## src/rtl/srb_pkg.sv

```systemverilog
package srb_pkg;
   // host window byte offsets; software depends on these positions
   localparam int OFS_CTRL = 'h0;
   localparam int OFS_KIND = 'h4;
   localparam int OFS_TADR = 'h8;
   localparam int OFS_DATA = 'hC;

   // position of the byte-lane enable field in the access-kind register
   localparam int KIND_BE_LSB = 4;

   typedef enum logic {
      ST_IDLE = 1'b0,
      ST_WAIT = 1'b1
   } srb_state_e;
endpackage

```

## src/rtl/srb_regs.sv

```systemverilog
module srb_regs
   import srb_pkg::*;
#(
   parameter int DATA_W    = 32,
   parameter int TADDR_W   = 16,
   parameter int HOFS_W    = 6,
   parameter int RDATA_REG = 0,
   localparam int BE_W     = DATA_W / 8,
   localparam int KIND_W   = KIND_BE_LSB + BE_W
) (
   input  logic               clk,
   input  logic               rst_n,
   input  logic               h_sel,
   input  logic               h_wr,
   input  logic [HOFS_W-1:0]  h_addr,
   input  logic [DATA_W-1:0]  h_wdata,
   output logic [DATA_W-1:0]  h_rdata,
   input  logic               busy_i,
   input  logic               rd_cap_i,
   input  logic [DATA_W-1:0]  rd_data_i,
   output logic               start_o,
   output logic [TADDR_W-1:0] taddr_o,
   output logic               we_o,
   output logic [BE_W-1:0]    be_o,
   output logic [DATA_W-1:0]  wdata_o
);
   logic [TADDR_W-1:0] taddr_q;
   logic [KIND_W-1:0]  kind_q;
   logic [DATA_W-1:0]  data_q;
   logic [DATA_W-1:0]  rd_mux;
   logic hit_ctrl, hit_kind, hit_tadr, hit_data, wr_ok;

   assign hit_ctrl = h_sel && (h_addr == HOFS_W'(OFS_CTRL));
   assign hit_kind = h_sel && (h_addr == HOFS_W'(OFS_KIND));
   assign hit_tadr = h_sel && (h_addr == HOFS_W'(OFS_TADR));
   assign hit_data = h_sel && (h_addr == HOFS_W'(OFS_DATA));
   assign wr_ok    = h_wr && !busy_i;

   assign start_o  = wr_ok && hit_ctrl && h_wdata[0];
   assign taddr_o  = taddr_q;
   assign we_o     = kind_q[0];
   assign be_o     = kind_q[KIND_BE_LSB +: BE_W];
   assign wdata_o  = data_q;

   always_ff @(posedge clk) begin
      if (!rst_n) begin
         taddr_q <= '0;
         kind_q  <= '0;
         data_q  <= '0;
      end else begin
         if (wr_ok && hit_tadr) taddr_q <= h_wdata[TADDR_W-1:0];
         if (wr_ok && hit_kind) kind_q  <= h_wdata[KIND_W-1:0];
         if (rd_cap_i)               data_q <= rd_data_i;
         else if (wr_ok && hit_data) data_q <= h_wdata;
      end
   end

   always_comb begin
      rd_mux = '0;
      if (hit_ctrl)      rd_mux[0]          = busy_i;
      else if (hit_kind) rd_mux[KIND_W-1:0] = kind_q;
      else if (hit_tadr) rd_mux[TADDR_W-1:0] = taddr_q;
      else if (hit_data) rd_mux             = data_q;
   end

   generate
      if (RDATA_REG != 0) begin : g_rd_flop
         logic [DATA_W-1:0] rd_q;
         always_ff @(posedge clk) begin
            if (!rst_n) rd_q <= '0;
            else        rd_q <= rd_mux;
         end
         assign h_rdata = rd_q;
      end else begin : g_rd_comb
         assign h_rdata = rd_mux;
      end
   endgenerate

   // window frozen while an exchange is in flight
   p_cfg_hold_r9: assert property (@(posedge clk) disable iff (!rst_n)
      busy_i |=> $stable(taddr_q) && $stable(kind_q));
   p_data_hold_r9: assert property (@(posedge clk) disable iff (!rst_n)
      busy_i && !rd_cap_i |=> $stable(data_q));
   // read result lands in the data register
   p_rd_cap_r5: assert property (@(posedge clk) disable iff (!rst_n)
      rd_cap_i |=> data_q == $past(rd_data_i));
endmodule

```

## src/rtl/srb_seq.sv

```systemverilog
module srb_seq
   import srb_pkg::*;
#(
   parameter int DATA_W  = 32,
   parameter int TADDR_W = 16,
   localparam int BE_W   = DATA_W / 8
) (
   input  logic               clk,
   input  logic               rst_n,
   input  logic               start_i,
   input  logic [TADDR_W-1:0] taddr_i,
   input  logic               we_i,
   input  logic [BE_W-1:0]    be_i,
   input  logic [DATA_W-1:0]  wdata_i,
   output logic               s_req,
   output logic [TADDR_W-1:0] s_addr,
   output logic               s_we,
   output logic [BE_W-1:0]    s_be,
   output logic [DATA_W-1:0]  s_wdata,
   input  logic               s_ack,
   input  logic [DATA_W-1:0]  s_rdata,
   output logic               busy_o,
   output logic               rd_cap_o,
   output logic [DATA_W-1:0]  rd_data_o
);
   srb_state_e state_q;

   always_ff @(posedge clk) begin
      if (!rst_n) begin
         state_q <= ST_IDLE;
      end else begin
         case (state_q)
            ST_IDLE: if (start_i) state_q <= ST_WAIT;
            ST_WAIT: if (s_ack)   state_q <= ST_IDLE;
            default:              state_q <= ST_IDLE;
         endcase
      end
   end

   assign s_req     = (state_q == ST_WAIT);
   assign busy_o    = s_req;
   assign s_addr    = taddr_i;
   assign s_we      = we_i;
   assign s_be      = be_i;
   assign s_wdata   = wdata_i;
   assign rd_cap_o  = s_req && s_ack && !we_i;
   assign rd_data_o = s_rdata;

   p_start_r2: assert property (@(posedge clk) disable iff (!rst_n)
      start_i && !s_req |=> s_req);
   p_req_hold_r6: assert property (@(posedge clk) disable iff (!rst_n)
      s_req && !s_ack |=> s_req && $stable(s_addr) && $stable(s_wdata)
                          && $stable(s_we) && $stable(s_be));
   p_req_drop_r7: assert property (@(posedge clk) disable iff (!rst_n)
      s_req && s_ack |=> !s_req);
   p_no_spurious_r8: assert property (@(posedge clk) disable iff (!rst_n)
      !s_req && !start_i |=> !s_req);
endmodule

```

## src/rtl/slow_reg_bridge.sv

```systemverilog
module slow_reg_bridge
   import srb_pkg::*;
#(
   parameter int DATA_W    = 32,
   parameter int TADDR_W   = 16,
   parameter int HOFS_W    = 6,
   parameter int RDATA_REG = 0,
   localparam int BE_W     = DATA_W / 8
) (
   input  logic               clk,
   input  logic               rst_n,
   input  logic               h_sel,
   input  logic               h_wr,
   input  logic [HOFS_W-1:0]  h_addr,
   input  logic [DATA_W-1:0]  h_wdata,
   output logic [DATA_W-1:0]  h_rdata,
   output logic               s_req,
   output logic               s_we,
   output logic [BE_W-1:0]    s_be,
   output logic [TADDR_W-1:0] s_addr,
   output logic [DATA_W-1:0]  s_wdata,
   input  logic               s_ack,
   input  logic [DATA_W-1:0]  s_rdata
);
   generate
      if (DATA_W % 8 != 0 || KIND_BE_LSB + BE_W > DATA_W) begin : g_bad_data_w
         $error("slow_reg_bridge: DATA_W must be whole bytes and hold the kind field");
      end
      if (TADDR_W < 1 || TADDR_W > DATA_W) begin : g_bad_taddr_w
         $error("slow_reg_bridge: TADDR_W must be 1..DATA_W");
      end
      if (HOFS_W < 4) begin : g_bad_hofs_w
         $error("slow_reg_bridge: HOFS_W must reach offset 0xC");
      end
   endgenerate

   logic               start, busy, rd_cap, we;
   logic [TADDR_W-1:0] taddr;
   logic [BE_W-1:0]    be;
   logic [DATA_W-1:0]  wdata, rd_data;

   srb_regs #(
      .DATA_W(DATA_W), .TADDR_W(TADDR_W), .HOFS_W(HOFS_W), .RDATA_REG(RDATA_REG)
   ) u_regs (
      .clk(clk), .rst_n(rst_n),
      .h_sel(h_sel), .h_wr(h_wr), .h_addr(h_addr), .h_wdata(h_wdata), .h_rdata(h_rdata),
      .busy_i(busy), .rd_cap_i(rd_cap), .rd_data_i(rd_data),
      .start_o(start), .taddr_o(taddr), .we_o(we), .be_o(be), .wdata_o(wdata)
   );

   srb_seq #(
      .DATA_W(DATA_W), .TADDR_W(TADDR_W)
   ) u_seq (
      .clk(clk), .rst_n(rst_n),
      .start_i(start), .taddr_i(taddr), .we_i(we), .be_i(be), .wdata_i(wdata),
      .s_req(s_req), .s_addr(s_addr), .s_we(s_we), .s_be(s_be), .s_wdata(s_wdata),
      .s_ack(s_ack), .s_rdata(s_rdata),
      .busy_o(busy), .rd_cap_o(rd_cap), .rd_data_o(rd_data)
   );
endmodule

```

## config.mk

```make
export PLATFORM = sky130hd
export DESIGN_NAME = slow_reg_bridge
export DESIGN_NICKNAME = d
export VERILOG_FILES = /design/src/rtl/srb_pkg.sv /design/src/rtl/srb_regs.sv /design/src/rtl/srb_seq.sv /design/src/rtl/slow_reg_bridge.sv
export SDC_FILE = /design/constraint.sdc
export NUM_CORES = 1
export LEC_CHECK = 0
export ABC_AREA = 1
export BUFFER_PORTS_ARGS = -buffer_cell sky130_fd_sc_hd__clkbuf_2
export CAP_MARGIN = 5
export CORE_MARGIN = 1
export CORE_UTILIZATION = 50
export CTS_CLUSTER_SIZE = 20
export DETAILED_ROUTE_END_ITERATION = 12
export GPL_TIMING_DRIVEN = 1
export HOLD_SLACK_MARGIN = 0.05
export PLACE_DENSITY = 0.93
export SLEW_MARGIN = 25
export SYNTH_ARGS = -nofsm -noshare
export SYNTH_HDL_FRONTEND = slang
export SYNTH_SLANG_ARGS = --single-unit
```

## constraint.sdc

```tcl
create_clock -name clk -period 2 [get_ports clk]
set_input_delay 0.1 -clock clk [delete_from_list [all_inputs] [get_ports clk]]
set_output_delay 0.1 -clock clk [all_outputs]
set_load 0.05 [all_outputs]
```

==> metrics.yaml <==
global_route:
  grt_pass1_vias: 3374
  grtUsageTotal_pct: 25.7
  antenna_found_initial: 0
  gr-total-overflow: 0
  grt_max_degree: 71
  grt_pass1_wl_um: 14600
critical_path:
  crit_type: "input pin to output pin"
  cp_data_arrival_time_ps: 1650
  critPathLaunchType: "input pin"
  end_kind: "output pin"
  cp.required_ps: 1900
  r2r-start: "u_seq.busy_o$_SDFF_PN0_"
  cp-startpoint: "h_addr[5]"
  path_max_fanout: 17
synthesis:
  yosysMostFrequentCell: "nand2_1"
  synth.top_cell.area_share_pct: 34.6
  synthDistinctLibCells: 27
  yosys.area.top_type: "dfxtp_1"
  synth_top_family_by_area: "simple AND/OR/NAND/NOR gates"
  yosys.area_share.simple_pct: 33.6
  synthTopCellsByArea: "dfxtp_1, nand2_1, nor2_1, o21ai_0, inv_1"
  synth_edf_count: 0
  synthAdderAreaFrac_pct: 0
  synth-compound-area-share_pct: 16.1
  synth-xor-area-share_pct: 0
  async_flop_share_pct: 0
  syn_area_mm2: 0.00330
  ys_ff_latch: 57
  syn_nets: 589
  muxShareOfSynthArea_pct: 0
  yosys_warnings: 0
  yosysSeqAreaShare_pct: 34.6
  syn-mean-instance-area_um2: 6.42
  synthFlopType: "dfxtp_1"
  netlist_instances: 514
  yosys-top-cells-count: "nand2_1, nor2_1, inv_1, dfxtp_1, o21ai_0"
sta:
  worst_slack_ps: 252
  worst_pin_slew_ps: 674
  rsz0062_at_grt: "no"
  max_freq_mhz: 572
  slew-limit-headroom_pct: 55.1
  fin_tns_setup_ps: 0
  min_period_over_period_pct: 87.4
  finalHoldViolCount: 0
  drv_slew: 0
  whs_ps: 63.7
  finalCriticalPeriod_ps: 1750
  skew_ps: 13.7
  setup_violations: 0
power_and_ir_drop:
  leakagePower_nw: 2.43
  p_per_area_mw_per_mm2: 577
  power.switching_mw: 0.582
  swShare_pct: 23.3
  comb_power_share_pct: 9.0
  seq_power_share_pct: 45.8
  p_clk_share_pct: 45.2
  ir_drop_v: 0.000348
  p_int_mw: 1.92
floorplan:
  coreArea_mm2: 0.00635
  rows: 29
  die_w_um: 83.2
  start_util_pct: 51.9
  die_h_um: 83.2
  die-area_mm2: 0.00692
  io-pin-count: 161
placed_design:
  place_ws_ps: 271
  io_buffers: 160
  place_hpwl_um: 6270
  globalplace.congestion: 0.830
route:
  finalWirelength_um: 8850
  drc: 0
  wl_met1_um: 3620
  via_per_inst: 5.10
  top_layer: "met4"
  num_vias: 3794
  wl_met3_um: 629
  ant_nets: 0
  wl_met2_um: 4390
  drt-initial-drc-count: 167
  first_pass_iters: 5
  wire_per_inst_um: 11.9
clocking:
  path_clk_slew_ps: 60
  clockRootBuffer: "clkbuf_8"
  cts-resized-gates: 0
  worstSkewPairLatency_ps: 320
  htreeDepth: 3
  cts_buffers: 9
  cts_tree: "yes"
  cts_buffer_depth: 2
  clock_sinks: 57
layout:
  layout.nets: 737
  fill_cells: 543
  area_growth_pct: 31.2
  n_antenna_cell: 0
  final_layout_size_suffix_gt1_share_pct: 30.7
hold_path:
  hp-start: "h_wdata[15]"
  hold_class: "input pin to flip-flop"
run:
  drv_cap: 0
outcome:
  status: "finished, final reports clean"
-- cell type report --
| class | count | area [µm²] | share of cell area [%] |
|---|---|---|---|
| Clock buffer | 14 | 173 | 3.99 |
| Timing Repair Buffer | 174 | 946 | 21.9 |
| Sequential cell | 57 | 1140 | 26.4 |
| Multi-Input combinational cell | 345 | 1650 | 38.2 |
| Clock inverter | 2 | 35.0 | 0.809 |
| Tap cell | 77 | 96.3 | 2.23 |
| Inverter | 75 | 284 | 6.56 |
-- final timing paths --
check / end / slack (ps) / cells past startpoint
setup / recovery: h_rdata[13] / 250 / 8
hold / removal: u_regs.taddr_o[15]$_SDFFE_PN0P_ / 60 / 3
setup reg to reg: u_regs.wdata_o[28]$_SDFFE_PN0P_ / 330 / 6
hold reg to reg: u_regs.kind_q[3]$_SDFFE_PN0P_ / 460 / 2
-- per-stage QoR --
| step | instance area (µm²) | total power [mW] | util, % | instances |
|---|---|---|---|---|
| after global routing | 4330 | 2.59 | 68.2 | 744 |
| after detailed placement | 4060 | 1.38 | 63.9 | 722 |
| after CTS | 4330 | 2.51 | 68.2 | 744 |
| after floorplan | 3300 | 1.28 | - | 514 |
| after global placement | 4060 | 1.38 | 63.9 | 722 |
| final | 4330 | 2.50 | 68.2 | 744 |
-- state kept, by name, indices dropped and copies added, names as in the netlist --
name and cells:
u_regs.wdata_o 32, u_regs.taddr_o 16, u_regs.kind_q 8, u_seq.busy_o 1
-- cell usage in the layout (no fill, tap or decap), types with 3 or more instances in the layout --
cell,count
nand4_1,3
nand3_1,32
nand2_1,102
clkbuf_8,12
clkbuf_2,160
o21ai_0,55
dfxtp_1,57
o211ai_1,6
a21oi_1,40
dlygate4sd3_1,6
nor2_1,82
inv_1,72
nand3_2,11
buf_4,6
nor2_4,3
-- worst max-delay path, stage by stage --
cell and delay, ps:
clkbuf_2 100, nor2_4 160, nand2_4 110, nor2_1 280, inv_1 100, buf_4 220
o21ai_0 240, clkbuf_2 320
-- routing by layer --
metal  vias up  global-route usage (%)
li1       1908                       -
met1      1681                    29.4
met2       178                    46.6
met3        27                    4.37
met4         0                    11.4
met5         -                       0
-- logic make-up after synthesis --
group / after synthesis
AOI/OAI and AO/OA: 103
buffers and inverters: 112
DFF: 57
and+or+nand+nor: 242
-- power groups by stage --
stage	Sequential, mW	Combinational, mW	Clock (mW)
floorplan	1.18	0.0922	0
global placement	1.17	0.210	0
detailed placement	1.17	0.214	0
CTS	1.14	0.224	1.14
global route	1.14	0.250	1.20
finish	1.14	0.225	1.13
-- repair_timing --
action | CTS | global route
buffers inserted | 0 | 0
endpoints found under the hold margin | 6 | 0
hold buffers | 6 | 0
No activity file was read; power rests on OpenSTA's default activity.
